**config.mk**
```make
export PLATFORM = sky130hd
export DESIGN_NAME = gated_skid_stage
export DESIGN_NICKNAME = d
export VERILOG_FILES = /design/src/rtl/gss_pkg.sv /design/src/rtl/gss_ctrl.sv /design/src/rtl/gss_datapath.sv /design/src/rtl/gated_skid_stage.sv
export SDC_FILE = /design/constraint.sdc
export NUM_CORES = 1
export LEC_CHECK = 0
export BUFFER_PORTS_ARGS = -buffer_cell sky130_fd_sc_hd__buf_2
export CORE_MARGIN = 3
export CORE_UTILIZATION = 43
export CTS_CLUSTER_SIZE = 8
export DETAILED_ROUTE_END_ITERATION = 16
export PLACE_DENSITY = 0.67
export SLEW_MARGIN = 20
export SYNTH_ARGS = -nofsm -noshare
export SYNTH_HDL_FRONTEND = slang
export SYNTH_HIERARCHICAL = 1
export SYNTH_SLANG_ARGS = --single-unit
export TNS_END_PERCENT = 1
```
**constraint.sdc**
```tcl
create_clock -name clk -period 12 [get_ports clk]
set_clock_uncertainty 0.05 [all_clocks]
set_input_delay 1.8 -clock clk [delete_from_list [all_inputs] [get_ports clk]]
set_output_delay 1.8 -clock clk [all_outputs]
set_load 0.01 [all_outputs]
```
**src/rtl/gss_pkg.sv**
```systemverilog
package gss_pkg;

  // Widest slot index carried in the strobe bundle; DEPTH must fit in it.
  localparam int IDX_W = 4;

  // Strobes handed from the control to the datapath each cycle.
  typedef struct packed {
    logic             wrEn;   // a word enters this cycle (local clock enable)
    logic [IDX_W-1:0] wrIdx;  // slot to be written
    logic [IDX_W-1:0] rdIdx;  // slot presented at the output
  } ctrlStrobes_t;

endpackage

```
**src/rtl/gss_ctrl.sv**
```systemverilog
module gss_ctrl
  import gss_pkg::*;
#(
  parameter int DEPTH = 2
) (
  input  logic         clk,
  input  logic         rstN,
  input  logic         inValid,
  input  logic         outReady,
  output logic         inReady,
  output logic         outValid,
  output ctrlStrobes_t strobes
);

  localparam int PTR_W = (DEPTH > 1) ? $clog2(DEPTH) : 1;
  localparam int CNT_W = $clog2(DEPTH + 1);
  localparam logic [CNT_W-1:0] FULL_CNT = CNT_W'(DEPTH);
  localparam logic [PTR_W-1:0] LAST_PTR = PTR_W'(DEPTH - 1);

  logic [CNT_W-1:0] count;
  logic [CNT_W-1:0] countNext;
  logic [PTR_W-1:0] wrPtr;
  logic [PTR_W-1:0] rdPtr;
  logic             inReadyQ;
  logic             outValidQ;
  logic             accept;
  logic             drain;
  logic             ctrlEn;

  function automatic logic [PTR_W-1:0] nextPtr(input logic [PTR_W-1:0] p);
    return (p == LAST_PTR) ? '0 : p + PTR_W'(1);
  endfunction

  assign accept = inValid & inReadyQ;
  assign drain  = outValidQ & outReady;
  assign ctrlEn = accept | drain;

  always_comb begin
    countNext = count;
    if (accept && !drain)      countNext = count + CNT_W'(1);
    else if (drain && !accept) countNext = count - CNT_W'(1);
  end

  // Control state moves only on a handshake at either edge of the stage.
  always_ff @(posedge clk) begin
    if (!rstN) begin
      count     <= '0;
      wrPtr     <= '0;
      rdPtr     <= '0;
      inReadyQ  <= 1'b1;
      outValidQ <= 1'b0;
    end else if (ctrlEn) begin
      count     <= countNext;
      inReadyQ  <= (countNext != FULL_CNT);
      outValidQ <= (countNext != '0);
      if (accept) wrPtr <= nextPtr(wrPtr);
      if (drain)  rdPtr <= nextPtr(rdPtr);
    end
  end

  assign inReady  = inReadyQ;
  assign outValid = outValidQ;

  always_comb begin
    strobes       = '0;
    strobes.wrEn  = accept;
    strobes.wrIdx = IDX_W'(wrPtr);
    strobes.rdIdx = IDX_W'(rdPtr);
  end

endmodule

```
**src/rtl/gss_datapath.sv**
```systemverilog
module gss_datapath
  import gss_pkg::*;
#(
  parameter int DATA_W = 32,
  parameter int DEPTH  = 2
) (
  input  logic              clk,
  input  ctrlStrobes_t      strobes,
  input  logic [DATA_W-1:0] inData,
  output logic [DATA_W-1:0] outData
);

  logic [DATA_W-1:0] slotQ [DEPTH];
  logic [DEPTH-1:0]  slotEn;

  // One enable per slot, derived only from the local write strobe.
  for (genvar i = 0; i < DEPTH; i++) begin : g_slot
    assign slotEn[i] = strobes.wrEn && (strobes.wrIdx == IDX_W'(i));

    always_ff @(posedge clk) begin
      if (slotEn[i]) slotQ[i] <= inData;
    end
  end

  always_comb begin
    outData = slotQ[0];
    for (int k = 1; k < DEPTH; k++) begin
      if (strobes.rdIdx == IDX_W'(k)) outData = slotQ[k];
    end
  end

endmodule

```
**src/rtl/gated_skid_stage.sv**
```systemverilog
module gated_skid_stage
  import gss_pkg::*;
#(
  parameter int DATA_W = 32,
  parameter int DEPTH  = 2
) (
  input  logic              clk,
  input  logic              rstN,
  input  logic              inValid,
  output logic              inReady,
  input  logic [DATA_W-1:0] inData,
  output logic              outValid,
  input  logic              outReady,
  output logic [DATA_W-1:0] outData,
  output logic              gateEn
);

  if (DEPTH < 2 || DEPTH > (1 << IDX_W)) begin : g_bad_depth
    initial $error("gated_skid_stage: DEPTH out of range");
  end

  ctrlStrobes_t strobes;

  gss_ctrl #(.DEPTH(DEPTH)) u_ctrl (
    .clk      (clk),
    .rstN     (rstN),
    .inValid  (inValid),
    .outReady (outReady),
    .inReady  (inReady),
    .outValid (outValid),
    .strobes  (strobes)
  );

  gss_datapath #(.DATA_W(DATA_W), .DEPTH(DEPTH)) u_dp (
    .clk     (clk),
    .strobes (strobes),
    .inData  (inData),
    .outData (outData)
  );

  assign gateEn = strobes.wrEn;

endmodule

```
==> results of run 1 <==
[layer usage]
layer / wire, um / part of all wire, % / track usage [%] / up-vias
li1: - / - / - / 721
met1: 1980 / 41 / 15.7 / 733
met2: 2410 / 50 / 23.5 / 57
met3: 378 / 7.8 / 5.86 / 6
met4: 51 / 1.1 / 5.18 / 0
met5: 0 / 0 / 0 / -
[where the power goes]
part	total (W)	leakage (nW)	internal, W	switching, W
clock	0.000201	0.104	0.000117	0.0000845
sequential	0.000276	0.628	0.000272	0.00000439
combinational	0.0000305	0.531	0.0000155	0.0000151
total	0.000508	1.26	0.000404	0.000104
[cell families after synthesis]
family,share of synthesized area [%]
other,0.136
XOR/XNOR,0.634
AND/OR/NAND/NOR,5.17
multiplexers,13.8
AO/OA/AOI/OAI,2.54
buffers and inverters,3.81
flip-flops,73.9
[metrics by stage]
stage | utilization [%] | cell area [um^2] | instances
detailed placement | 52.4 | 3170 | 291
global route | 55.9 | 3390 | 307
global placement | 52.4 | 3170 | 291
CTS | 55.9 | 3390 | 307
finish | 55.9 | 3390 | 307
floorplan | - | 2780 | 153
[path summary, 6_finish.rpt]
kind	from	to	slack [ns]	depth (start not counted)
setup / recovery	u_ctrl/rdPtr	outData[20]	7.72	4
hold / removal	u_ctrl/count[0]	u_ctrl/outValid	0.49	1
setup reg to reg	u_ctrl/inReady	u_dp/slotQ[0][39]	10.29	5
hold reg to reg	u_ctrl/count[0]	u_ctrl/outValid	0.49	1
[cell usage in the layout, fill, tap and decap left out, drive strengths merged, types with 2 or more instances in the layout]
cell type  netlist  routed
edfxtp          64      64
bufinv           0       2
conb             1       6
clkbuf           0      10
dfxtp            6       6
xnor2            2       2
a31oi            2       2
nand2b           3       3
nor4b            2       2
nand2            4       4
buf             12      75
clkinv           0       2
mux2i            2       2
and2             2       2
mux2            32      32
and3b            3       3
inv              1       2
[state kept, by name (all words and copies together), names as in the netlist]
register / flops
u_ctrl/outValid: 1
u_ctrl/inReady: 1
u_ctrl/rdPtr: 1
u_ctrl/wrPtr: 1
u_dp/slotQ: 64
u_ctrl/count: 2
[final cells by class]
cell class              count  share of cell area [%]
multi-input cells          70                    19.1
flip-flops and latches     70                    60.3
repair buffers             75                    11.5
well taps                  75                    2.77
clock inverters             6                    2.51
clock buffers              10                    3.77
inverters                   1                   0.111
==> impl_metrics.py, run 1 <==
metrics = {
    "worst_setup_path": {
        "critPathTopFamily": "simple AND/OR/NAND/NOR gates",
        "cp_data_required_time_ns": 10.15,
        "worstSetupStartpointType": "flop",
        "critical_path_buf_inv_count": 2,
        "path_class": "reg2out",
        "crit_fanout": 18,
        "endpoint_kind": "output pin",
        "critical_path.cell_chain": "nor4b_4, buf_4, mux2_2, buf_2",
        "cpPeakStageDelay_ns": 0.81,
        "cp_slowest_cell": "nor4b_4",
        "arrival_ns": 2.43,
    },
    "clock_tree": {
        "cts_resized": 0,
        "numCtsBuffers": 9,
        "clk-insertion-delay-late_ns": 0.33,
        "cts_num_sinks": 70,
        "htree_levels": 3,
        "clockBufferDepth": 2,
        "hold_buffers": 0,
        "cts_root_buffer": "clkbuf_8",
        "cts_tree": "built",
        "post_cts_buffers": 0,
        "clk_pin_slew_ns": 0.07,
    },
    "timing": {
        "slew_headroom_pct": 34.5,
        "hold_violations": 0,
        "final_max_slew_viol_count": 0,
        "rsz0062_at_grt": "no",
        "period_minus_slack_ns": 4.28,
        "period_share_pct": 35.7,
        "setup_viol": 0,
        "worst_slack_ns": 7.72,
        "worst_slew_pin_slew_ns": 0.979,
        "fmax_mhz": 234,
        "tns_ns": 0,
        "worst_hold_slack_ns": 0.489,
    },
    "placed_design": {
        "dp_hpwl_um": 3250,
        "io_buffer_count": 70,
        "preCtsSetupSlack_ns": 7.89,
        "routabilityCongestion": 0.732,
    },
    "synth": {
        "yosys_warnings": 6,
        "yosys.area.top_type": "edfxtp_1",
        "synth_flop_cell": "edfxtp_1",
        "synth_edf_count": 64,
        "synth_common_cells": "64 x edfxtp_1, 30 x mux2_2, 9 x buf_4",
        "ys_ff_latch": 70,
        "avgSynthCellArea_um2": 18.7,
        "syn_area_um2": 2760,
        "yosysMostFrequentCell": "edfxtp_1",
        "synthTopCellsByArea": "edfxtp_1 70%, mux2_2 12%, dfxtp_1 4.3%, buf_4 2.4%, buf_6 1.2%",
        "seq_area_frac_synth_pct": 73.9,
        "ys_types": 30,
        "yosysTopAreaCellShare_pct": 69.6,
        "async_flop_share_pct": 0,
        "netlist_instances": 148,
    },
    "die": {
        "die_x_um": 86.1,
        "core_um2": 6060,
        "fp-row-count": 28,
        "design.die.area_um2": 7420,
        "io_pins": 71,
        "chipHeight_um": 86.1,
        "start_util_pct": 45.6,
    },
    "finish": {
        "fillCellCount": 522,
        "diodes": 0,
        "multi_input_area_um2": 646,
        "final_layout_size_suffix_gt1_share_pct": 54.3,
        "nNetsFinal": 263,
        "seqCellArea_um2": 2040,
        "area_growth_syn_to_layout_pct": 22.6,
    },
    "grt": {
        "antenna_found_initial": 0,
        "grtUsageTotal_pct": 13.9,
        "gr-total-overflow": 0,
        "grt_pass1_wl_um": 7650,
        "grt_max_degree": 19,
        "grt_pass1_vias": 1578,
    },
    "min_path": {
        "hp-class": "reg2reg",
    },
    "outcome": {
        "status": "finished clean",
    },
    "detailed_routing": {
        "drtIter0Drc": 83,
        "wl_per_cell_um": 15.7,
        "firstDrtPassIters": 4,
        "post-route-drc-count": 0,
        "routed-via-count": 1517,
        "viasPerCell": 4.94,
        "drt-total-wl_um": 4820,
        "drt.antenna.violating_nets": 0,
    },
    "power_and_ir_drop": {
        "totalPowerFinal_w": 0.000508,
        "irDropWorstVdd_mv": 0.0910,
        "p_leak_nw": 1.26,
        "p_per_area_nw_per_um2": 150,
    },
    "flow_run": {
        "drv_cap": 0,
    },
}
Power figures use the tool's default switching activity.
==> run 2: changes to the inputs <==
ABC_AREA = 1   (was unset)
PLACE_DENSITY = 0.69   (was 0.67)
clock period = 3.5 ns   (was 12 ns; I/O delays follow)
==> run 2 against run 1 <==
  * Clock-buffer cell count increased by 2
  * Critical path depth increased by 3
  * Hold slack got worse by 0.15 ns
  * Sequential share of layout area increased by 1.0 points
  * Worst setup slack got worse by 6.8 ns
  * Global-route usage increased by 0.60 points
  * Design area decreased by 1.7%
  * Routed wire length increased by 7.8%
  * Total power increased to 3.2 times the previous value
  * Die area increased by 1.4%
  * Via count increased by 19%
  * Critical endpoint is now outData[3]
  * Largest power group unchanged
==> impl_metrics.py, run 2 <==
metrics = {
    "worst_setup_path": {
        "cp_data_required_time_ns": 2.92,
        "crit_fanout": 33,
        "path_class": "reg2out",
        "cpPeakStageDelay_ns": 0.46,
        "arrival_ns": 2.02,
        "cp_slowest_cell": "nand2_2",
        "cpMostUsedCell": "nand2_1",
        "critical_path.cell_chain": "inv_1, nor2_4, buf_4, nand2_2, nand2_1, nand2_1, buf_2",
        "worstSetupStartpointType": "flop",
        "endpoint_kind": "output pin",
    },
    "synth": {
        "synthTopCellsByArea": "edfxtp_1 69%, nand2_1 10%, nand3_1 6.8%, dfxtp_1 4.3%, buf_4 2.4%",
        "async_flop_share_pct": 0,
        "synth_edf_count": 64,
        "synth_common_cells": "75 x nand2_1, 64 x edfxtp_1, 38 x nand3_1",
        "netlist_instances": 229,
        "yosys.area.top_type": "edfxtp_1",
        "ys_ff_latch": 70,
        "ys_types": 19,
        "synth_flop_cell": "edfxtp_1",
        "yosys_warnings": 6,
        "yosysTopAreaCellShare_pct": 68.6,
        "seq_area_frac_synth_pct": 72.9,
        "yosysMostFrequentCell": "nand2_1",
        "syn_area_um2": 2800,
        "avgSynthCellArea_um2": 12.2,
    },
    "clock_tree": {
        "cts_tree": "built",
        "cts_root_buffer": "clkbuf_8",
        "cts_num_sinks": 70,
        "clk-insertion-delay-late_ns": 0.32,
        "numCtsBuffers": 9,
        "clockBufferDepth": 2,
        "htree_levels": 3,
        "hold_buffers": 0,
        "cts_resized": 0,
        "clk_pin_slew_ns": 0.07,
        "post_cts_buffers": 0,
    },
    "placed_design": {
        "routabilityCongestion": 0.664,
        "io_buffer_count": 70,
        "dp_hpwl_um": 3400,
        "preCtsSetupSlack_ns": 1.25,
    },
    "finish": {
        "fillCellCount": 536,
        "largest_reg_flops": 64,
        "top_register": "u_dp/slotQ",
        "diodes": 0,
        "layout_commonest_cell": "nand2_1",
        "seqCellArea_um2": 2040,
        "layout_common_cells": "75 x nand2_1, 70 x buf_2, 64 x edfxtp_1, 38 x nand3_1, 9 x clkbuf_8",
        "reg.largest.list": "u_dp/slotQ: 64 flops, u_ctrl/count: 2 flops",
        "final_layout_size_suffix_gt1_share_pct": 30.7,
        "multi_input_area_um2": 628,
        "area_growth_syn_to_layout_pct": 18.8,
        "nNetsFinal": 338,
        "utilization_pct": 54.3,
    },
    "grt": {
        "antenna_found_initial": 0,
        "gr-total-overflow": 0,
        "grtUsageTotal_pct": 14.5,
        "grt_pass1_wl_um": 8180,
        "grt_max_degree": 34,
        "grt_pass1_vias": 1802,
    },
    "power_and_ir_drop": {
        "totalPowerFinal_w": 0.00164,
        "irDropWorstVdd_mv": 0.275,
        "p_per_area_nw_per_um2": 493,
        "p_leak_nw": 1.41,
    },
    "die": {
        "start_util_pct": 45.7,
        "io_pins": 71,
        "core_um2": 6130,
        "die_x_um": 86.7,
        "fp-row-count": 28,
        "chipHeight_um": 86.7,
        "design.die.area_um2": 7520,
    },
    "outcome": {
        "status": "finished clean",
    },
    "detailed_routing": {
        "drt.antenna.violating_nets": 0,
        "post-route-drc-count": 0,
        "wl_per_cell_um": 13.6,
        "firstDrtPassIters": 4,
        "routed-via-count": 1807,
        "drtIter0Drc": 100,
        "viasPerCell": 4.74,
        "drt-total-wl_um": 5190,
    },
    "timing": {
        "worst_slack_ns": 0.907,
        "hold_violations": 0,
        "period_share_pct": 74.1,
        "slew_headroom_pct": 59.5,
        "fmax_mhz": 386,
        "period_minus_slack_ns": 2.59,
        "final_max_slew_viol_count": 0,
        "worst_hold_slack_ns": 0.339,
        "worst_slew_pin_slew_ns": 0.605,
        "setup_viol": 0,
        "rsz0062_at_grt": "no",
    },
    "flow_run": {
        "drv_cap": 0,
    },
    "min_path": {
        "hp-class": "in2reg",
    },
}
-- run 2: cell types whose count changed after synthesis, moves of 4 or more --
cell	delta
nand2_1	+72
nand2_2	+4
inv_1	+7
nand3_1	+37
buf_2	+6
mux2_2	-30
-- run 2: area by class of cell --
cell class	instances	area share, %
clock buffer	12	4.06
clock inverter	3	0.376
inverter	8	0.902
multi-input combinational	138	18.9
sequential	70	61.3
tap	75	2.82
timing repair buffer	75	11.6
-- run 2: path summary, 6_finish.rpt --
path | cells after the start | endpoint | startpoint | slack (ns)
setup / recovery | 7 | outData[3] | u_ctrl/rdPtr | 0.91
hold reg to reg | 2 | u_ctrl/count[1] | u_ctrl/count[1] | 0.45
hold / removal | 1 | u_dp/slotQ[0][3] | inData[3] | 0.34
setup reg to reg | 5 | u_dp/slotQ[0][43] | u_ctrl/inReady | 1.89
-- run 2: kinds of logic (layout without fill, tap and decap cells) --
| group | count (synthesis) | in the layout | share of synthesized area [%] |
|---|---|---|---|
| simple gates | 127 | 127 | 20.0 |
| other cells | 1 | 6 | 0.134 |
| xor+xnor | 2 | 2 | 0.625 |
| buf+inv | 26 | 98 | 5.76 |
| compound gates | 3 | 3 | 0.625 |
| flops | 70 | 70 | 72.9 |
-- run 2: per-layer routing --
| metal | global-route usage, % | up-vias | routed length, um |
|---|---|---|---|
| li1 | - | 914 | - |
| met1 | 17.8 | 839 | 2180 |
| met2 | 24.1 | 48 | 2650 |
| met4 | 7.22 | 0 | 59 |
| met5 | 0 | - | 0 |
| met3 | 3.42 | 6 | 297 |
-- run 2: metrics by stage --
stage	instance area, um^2	TNS [ns]	std cells
floorplan	2820	-5.97	234
global route	3330	0	381
finish	3330	0	381
CTS	3330	0	381
global placement	3180	0	366
detailed placement	3180	0	366
-- run 2: power by group --
part	total, W	switching (W)	internal [W]
sequential	0.000962	0.0000179	0.000944
clock	0.000505	0.000257	0.000248
combinational	0.000175	0.000109	0.0000659
total	0.00164	0.000384	0.00126
-- run 2: worst max-delay path, delay by kind of cell, from the launching register on --
family | cells | cell delay, ns
AND/OR/NAND/NOR | 4 | 0.77
flip-flops | 1 | 0.36
buffers and inverters | 3 | 0.55
